===== src/rtl/sram_bridge.sv =====
module sram_bridge #(
  parameter int ADDR_W    = 19,
  parameter int CLK_NS    = 10,
  parameter int ACCESS_NS = 55
) (
  input  logic              clk,
  input  logic              rst,
  input  logic              req_valid,
  output logic              req_ready,
  input  logic              req_write,
  input  logic [ADDR_W-1:0] req_addr,
  input  logic [15:0]       req_wdata,
  input  logic [1:0]        req_mask,
  output logic              rsp_done,
  output logic [15:0]       rsp_rdata,
  output logic [ADDR_W-1:0] mem_addr,
  output logic              mem_ce_n,
  output logic              mem_ce,
  output logic              mem_we_n,
  output logic              mem_oe_n,
  output logic              mem_lb_n,
  output logic              mem_ub_n,
  output logic [15:0]       dq_out,
  output logic              dq_oe,
  input  logic [15:0]       dq_in
);
  localparam int HOLD_RAW = (ACCESS_NS + CLK_NS - 1) / CLK_NS;
  localparam int HOLD     = (HOLD_RAW < 1) ? 1 : HOLD_RAW;
  localparam int CW       = $clog2(HOLD + 1);

  typedef enum logic [2:0] {S_IDLE, S_TURN, S_WSET, S_WPUL, S_WHLD, S_RACC} state_t;

  state_t        state;
  logic [CW-1:0] cnt;
  logic [1:0]    mask_q;
  logic          rd_last;
  logic [15:0]   lane_keep;

  assign req_ready = (state == S_IDLE);
  assign lane_keep = {{8{mask_q[1]}}, {8{mask_q[0]}}};

  always_ff @(posedge clk) begin
    if (rst) begin
      state     <= S_IDLE;
      cnt       <= '0;
      mask_q    <= '0;
      rd_last   <= 1'b0;
      mem_addr  <= '0;
      mem_ce_n  <= 1'b1;
      mem_ce    <= 1'b0;
      mem_we_n  <= 1'b1;
      mem_oe_n  <= 1'b1;
      mem_lb_n  <= 1'b1;
      mem_ub_n  <= 1'b1;
      dq_out    <= '0;
      dq_oe     <= 1'b0;
      rsp_done  <= 1'b0;
      rsp_rdata <= '0;
    end else begin
      rsp_done <= 1'b0;
      case (state)
        S_IDLE: if (req_valid) begin
          mem_addr <= req_addr;
          dq_out   <= req_wdata;
          mask_q   <= req_mask;
          if (req_mask == 2'b00) begin
            rsp_done <= 1'b1;
          end else if (req_write) begin
            if (rd_last) begin
              state <= S_TURN;
            end else begin
              state    <= S_WSET;
              mem_ce_n <= 1'b0;
              mem_ce   <= 1'b1;
              mem_lb_n <= ~req_mask[0];
              mem_ub_n <= ~req_mask[1];
              dq_oe    <= 1'b1;
            end
          end else begin
            state    <= S_RACC;
            cnt      <= CW'(HOLD - 1);
            mem_ce_n <= 1'b0;
            mem_ce   <= 1'b1;
            mem_oe_n <= 1'b0;
            mem_lb_n <= ~req_mask[0];
            mem_ub_n <= ~req_mask[1];
          end
        end
        S_TURN: begin
          state    <= S_WSET;
          mem_ce_n <= 1'b0;
          mem_ce   <= 1'b1;
          mem_lb_n <= ~mask_q[0];
          mem_ub_n <= ~mask_q[1];
          dq_oe    <= 1'b1;
        end
        S_WSET: begin
          state    <= S_WPUL;
          cnt      <= CW'(HOLD - 1);
          mem_we_n <= 1'b0;
          rd_last  <= 1'b0;
        end
        S_WPUL: begin
          if (cnt == '0) begin
            state    <= S_WHLD;
            mem_we_n <= 1'b1;
          end else begin
            cnt <= cnt - 1'b1;
          end
        end
        S_WHLD: begin
          state    <= S_IDLE;
          mem_ce_n <= 1'b1;
          mem_ce   <= 1'b0;
          mem_lb_n <= 1'b1;
          mem_ub_n <= 1'b1;
          dq_oe    <= 1'b0;
          rsp_done <= 1'b1;
        end
        S_RACC: begin
          if (cnt == '0) begin
            state     <= S_IDLE;
            rsp_rdata <= dq_in & lane_keep;
            rsp_done  <= 1'b1;
            rd_last   <= 1'b1;
            mem_ce_n  <= 1'b1;
            mem_ce    <= 1'b0;
            mem_oe_n  <= 1'b1;
            mem_lb_n  <= 1'b1;
            mem_ub_n  <= 1'b1;
          end else begin
            cnt <= cnt - 1'b1;
          end
        end
        default: state <= S_IDLE;
      endcase
    end
  end
endmodule


===== config.mk =====
export PLATFORM = sky130hd
export DESIGN_NAME = sram_bridge
export DESIGN_NICKNAME = d
export VERILOG_FILES = /design/src/rtl/sram_bridge.sv
export SDC_FILE = /design/constraint.sdc
export NUM_CORES = 1
export LEC_CHECK = 0
export BUFFER_PORTS_ARGS = -buffer_cell sky130_fd_sc_hd__buf_2
export CORE_MARGIN = 2
export CORE_UTILIZATION = 35
export CTS_CLUSTER_SIZE = 25
export DETAILED_ROUTE_END_ITERATION = 10
export SETUP_SLACK_MARGIN = 0.02
export SLEW_MARGIN = 20
export SYNTH_ARGS = -nofsm -noshare
export SYNTH_HDL_FRONTEND = slang
export SYNTH_SLANG_ARGS = --single-unit

===== constraint.sdc =====
create_clock -name clk -period 1.8 [get_ports clk]
set_clock_uncertainty 0.2 [all_clocks]
set_input_delay 0.09 -clock clk [delete_from_list [all_inputs] [get_ports clk]]
set_output_delay 0.09 -clock clk [all_outputs]
set_load 0.01 [all_outputs]

Yosys cells after proc, flatten, opt, wreduce, memory -nomap -nowiden:

Index checks and enable logic that the tools add are counted.

* flip-flop bits (word level): 68
* input port bits: 57
* word-level logic and storage cells: 102

* add/sub/neg operators: 1
* equal/unequal tests: 14
* muxes and demuxes: 48
* bitwise operators: 5
* reductions and logical operators: 19

Operators with widths (number)
* $mux 1: 27
* $mux 3: 9
* $reduce_and 5->1: 4
* $and 16x16->16: 1
* $pmux 1 s4: 4
* $pmux 3 s5: 1
* $ne 2x2->1 const B: 7
* $pmux 3 s3: 1
* $reduce_and 2->1: 4
* $eq 3x2->1 const B: 2
* $eq 3x3->1 const B: 2
* $logic_not 3->1: 2
* $pmux 1 s2: 3
* $pmux 1 s3: 2
* $reduce_bool 2->1: 3
* $reduce_bool 3->1: 2
* $not 1->1: 4
* $reduce_and 4->1: 1
* $reduce_bool 4->1: 1
* $eq 3x1->1 const B: 1
* $ne 3x3->1 const B: 1
* $sub 3x1->3 const B: 1
* $logic_not 2->1: 1
* $mux 2: 1
* 2 further kinds: 2

Depth between registers and ports, before layout:

* depth in word-level cells: 6
* mapped depth: 9

Worst setup path after synthesis:

OpenSTA, ideal clock, no wires.

* path kind: flip-flop to flip-flop
* from: reg cnt[0]
* to: reg mem_ce_n
* library setup time: 122 ps
* arrival time: 1638 ps
* required time: 1478 ps
* slack: -160 ps
* cell stages (with the launch flop): 9
* period minus slack after synthesis: 1960 ps
* cells stage by stage: dfxtp_1 inv_1 ha_1 ha_1 clkbuf_2 inv_1 a311oi_2 nand2_2 a221o_1

* cells in the longest elaborated chain, start to end: 3

Ends and longest elaborated chain
* start, declared: RTL line 34 `logic [CW-1:0] cnt;`
* start signal, assigned: RTL line 81 `cnt <= CW'(HOLD - 1);`
* start signal, assigned: RTL line 99 `cnt <= CW'(HOLD - 1);`
* start signal, assigned: RTL line 108 `cnt <= cnt - 1'b1;`
* $logic_not 3->1: RTL line 121 `if (cnt == '0) begin`
* $ne 2x2->1 (no source line)
* $reduce_and 5->1 (no source line)
* end signal, assigned: RTL line 91 `mem_ce_n <= 1'b0;`
* end signal, assigned: RTL line 113 `mem_ce_n <= 1'b1;`
* end signal, assigned: RTL line 126 `mem_ce_n <= 1'b1;`
* end, declared: RTL line 17 `output logic mem_ce_n,`

No other way between the ends.
A chain may end at the register's enable or synchronous reset.

Final worst setup path:

* from: reg cnt[1]
* to: reg mem_ce_n

Same word-level chain as after synthesis.

==> flow_metrics.py <==
metrics = {
    "synth": {
        "synth.distinct_cells": 43,
        "yosys_most_used_dff": "dfxtp_1",
        "syn_area_per_cell_sq_um": 8.15,
        "synthesis.instances": 334,
        "synth_warnings": 0,
        "ys_top_cells_by_area": "dfxtp_1 (50%), nand2_1 (14%), a21oi_1 (11%)",
        "async_flop_share_pct": 0,
        "synth_top_area_cell": "dfxtp_1",
        "synth_fp_nets": 393,
        "ys_seq_area_share_pct": 50.0,
        "synth_top_area_share_pct": 50.0,
        "synth-edff-count": 0,
        "yosys_register_bits": 68,
        "netlist_area_sq_um": 2720,
    },
    "power_and_ir_drop": {
        "seq_power_share_pct": 39.7,
        "p_comb_share_pct": 34.2,
        "power_density_nw_per_um2": 1050,
        "power_w": 0.00456,
        "clock_power_share_pct": 26.1,
        "peakVddDrop_uv": 560,
        "switchingPower_w": 0.00149,
        "power_leakage_nw": 1.92,
        "switching_share_pct": 32.7,
        "intPower_w": 0.00307,
    },
    "final_layout": {
        "layout_commonest_cell": "buf_2",
        "final_nets": 576,
        "final_cells": 624,
        "layout_common_cells": "buf_2 (116), nand2_1 (100), dfxtp_1 (66), a21oi_1 (59), dlygate4sd3_1 (55)",
        "synthToLayoutAreaGrowth_pct": 58.8,
        "utilization_pct": 56.5,
        "diodes": 0,
        "layout-drive-gt1-share_pct": 33.1,
    },
    "placement": {
        "routabilityCongestion": 0.781,
        "port_buffers": 116,
        "place_hpwl_microns": 4990,
        "placedCellCount": 551,
    },
    "route": {
        "drt_iter0_markers": 107,
        "dr_total_vias": 2934,
        "viasPerCell": 4.70,
        "wl_per_cell_microns": 12.6,
        "firstDrtPassIters": 4,
        "drc": 0,
        "ant_nets": 0,
        "routed_wl_microns": 7880,
    },
    "cts": {
        "path_clk_slew_ns": 0.07,
        "cts_buffers": 9,
        "cts_max_level": 3,
        "cts_tree": "built",
        "cts_root_buffer": "clkbuf_8",
        "clock_latency_ns": 0.33,
        "clock_sinks": 68,
        "ctsLongestPathBuffers": 2,
    },
    "sta": {
        "tightest_slew_ns": 0.329,
        "fin_crit_sh_pct": 99.1,
        "maxSlewViolCount": 0,
        "setup_viol": 0,
        "rsz0062_at_grt": "yes",
        "clock.fmax_mhz": 560,
        "slew-limit-headroom_pct": 77.8,
        "period_minus_slack_ns": 1.78,
        "hold_violations": 0,
    },
    "global_route": {
        "use_met2_pct": 33.3,
        "grt_first_pass_wirelength_microns": 13000,
        "antenna_found_initial": 0,
        "overflow": 0,
        "use_met1_pct": 22.4,
        "grt_max_degree": 24,
        "grt_pass1_vias": 2920,
        "grt_usage_pct": 18.9,
        "grt_use_met3_pct": 3.53,
        "grt.busiest_layer": "met2",
    },
    "worst_hold_path": {
        "hp-start": "req_write",
        "hold_path.class": "primary input to flip-flop",
    },
    "die": {
        "die_area_sq_um": 8500,
        "die_h_microns": 92.2,
        "die_w_microns": 92.2,
        "fp.coreArea_sq_um": 7650,
        "row_count": 32,
        "start_util_pct": 35.6,
        "io_pins": 117,
    },
    "setup_path": {
        "startpoint": "cnt[1]$_SDFFE_PP0P_",
        "arrival_ns": 1.80,
        "r2r_start": "cnt[1]$_SDFFE_PP0P_",
        "cp_data_required_time_ns": 1.82,
        "critical_path_class": "flip-flop to flip-flop",
        "endpoint_kind": "flip-flop",
        "crit_fanout": 6,
        "start_kind": "flip-flop",
    },
    "job": {
        "maxCapViolCount": 0,
    },
    "run_status": {
        "status": "finished, final reports clean",
    },
}
worst max-delay path: stages, from the launching register on:
cell	delay, ns
dfxtp_2	0.33
inv_2	0.06
ha_4	0.13
ha_4	0.20
inv_4	0.06
a311oi_4	0.24
nand2_2	0.13
a221o_1	0.32
sequential cells by signal (all words and copies together) (netlist names), 2 cells and up:
register,count
mask_q,2
state,3
cnt,3
mem_addr,19
rsp_rdata,16
dq_out,16
cells in the mapped netlist (2+ instances only):
cell,n
nand2_1,101
dfxtp_1,68
a21oi_1,59
nand3_1,18
nor2_1,11
clkbuf_1,10
buf_2,7
inv_1,6
buf_4,5
o21ai_0,4
a221o_1,3
nand2b_1,3
nand3b_1,3
a211oi_1,2
a31oi_1,2
ha_1,2
nor2b_1,2
nor4bb_1,2
o21bai_1,2
what timing repair did:
item                                    4_1_cts  5_1_grt
endpoints found under the setup margin        3        7
hold buffers                                 55        0
cloned                                        0        0
gates resized for setup                       1        2
endpoints found under the hold margin        60        0
pin swaps                                     1        0
setup buffers                                 1        1
metal layers:
metal | vias to the layer above | share of wire (%)
met3 | 11 | 5.3
met5 | - | 0
met1 | 1324 | 44
met2 | 111 | 50
li1 | 1488 | -
met4 | 0 | 1.3
area by class of cell:
class	instances	area [sq um]
clock buffers	11	131
clock inverters	5	52.6
fillers	707	3320
inverters	6	25.0
multi-input cells	235	1260
flip-flops and latches	68	1360
well taps	102	128
repair buffers	197	1360
kinds of logic (layout without fill, tap and decap cells):
kind of cell | count (synthesis) | in the layout | synth area share (%)
fa+ha+maj | 2 | 2 | 0.919
buf+inv | 31 | 219 | 5.61
xor+xnor | 1 | 1 | 0.322
flops | 68 | 68 | 50.0
simple gates | 150 | 150 | 25.4
mux | 2 | 2 | 0.781
compound gates | 80 | 80 | 17.0
path summary, 6_finish.rpt:
path | end | slack, ns | cells after the start
setup reg to reg | mem_ce_n$_SDFFE_PP1P_ | 0.02 | 7
hold reg to reg | rsp_rdata[8]$_SDFFE_PP0P_ | 0.25 | 2
hold / removal | cnt[1]$_SDFFE_PP0P_ | 0.03 | 4
setup / recovery | mem_ce_n$_SDFFE_PP1P_ | 0.02 | 7
per-stage QoR:
step / TNS, ns / setup WS (ns) / instance area, sq um / hold WS (ns)
finish: 0 / 0.0155 / 4320 / 0.0330
floorplan: 0 / 0.0369 / 2780 / 0.0260
global route: -0.155 / -0.0476 / 4320 / 0.0731
CTS: -0.000411 / -0.000411 / 4310 / 0.0194
detailed placement: 0 / 0.0118 / 3570 / 0.136
global placement: 0 / 0.0632 / 3570 / 0.130
power by group through the flow:
stage / Combinational, W / Clock, W / Sequential [W]
after global routing: 0.00173 / 0.00129 / 0.00183
after floorplan: 0.000850 / 0 / 0.00191
after global placement: 0.00143 / 0 / 0.00183
after detailed placement: 0.00144 / 0 / 0.00184
after CTS: 0.00155 / 0.00124 / 0.00181
final: 0.00156 / 0.00119 / 0.00181
(Power assumes the default switching activity.)
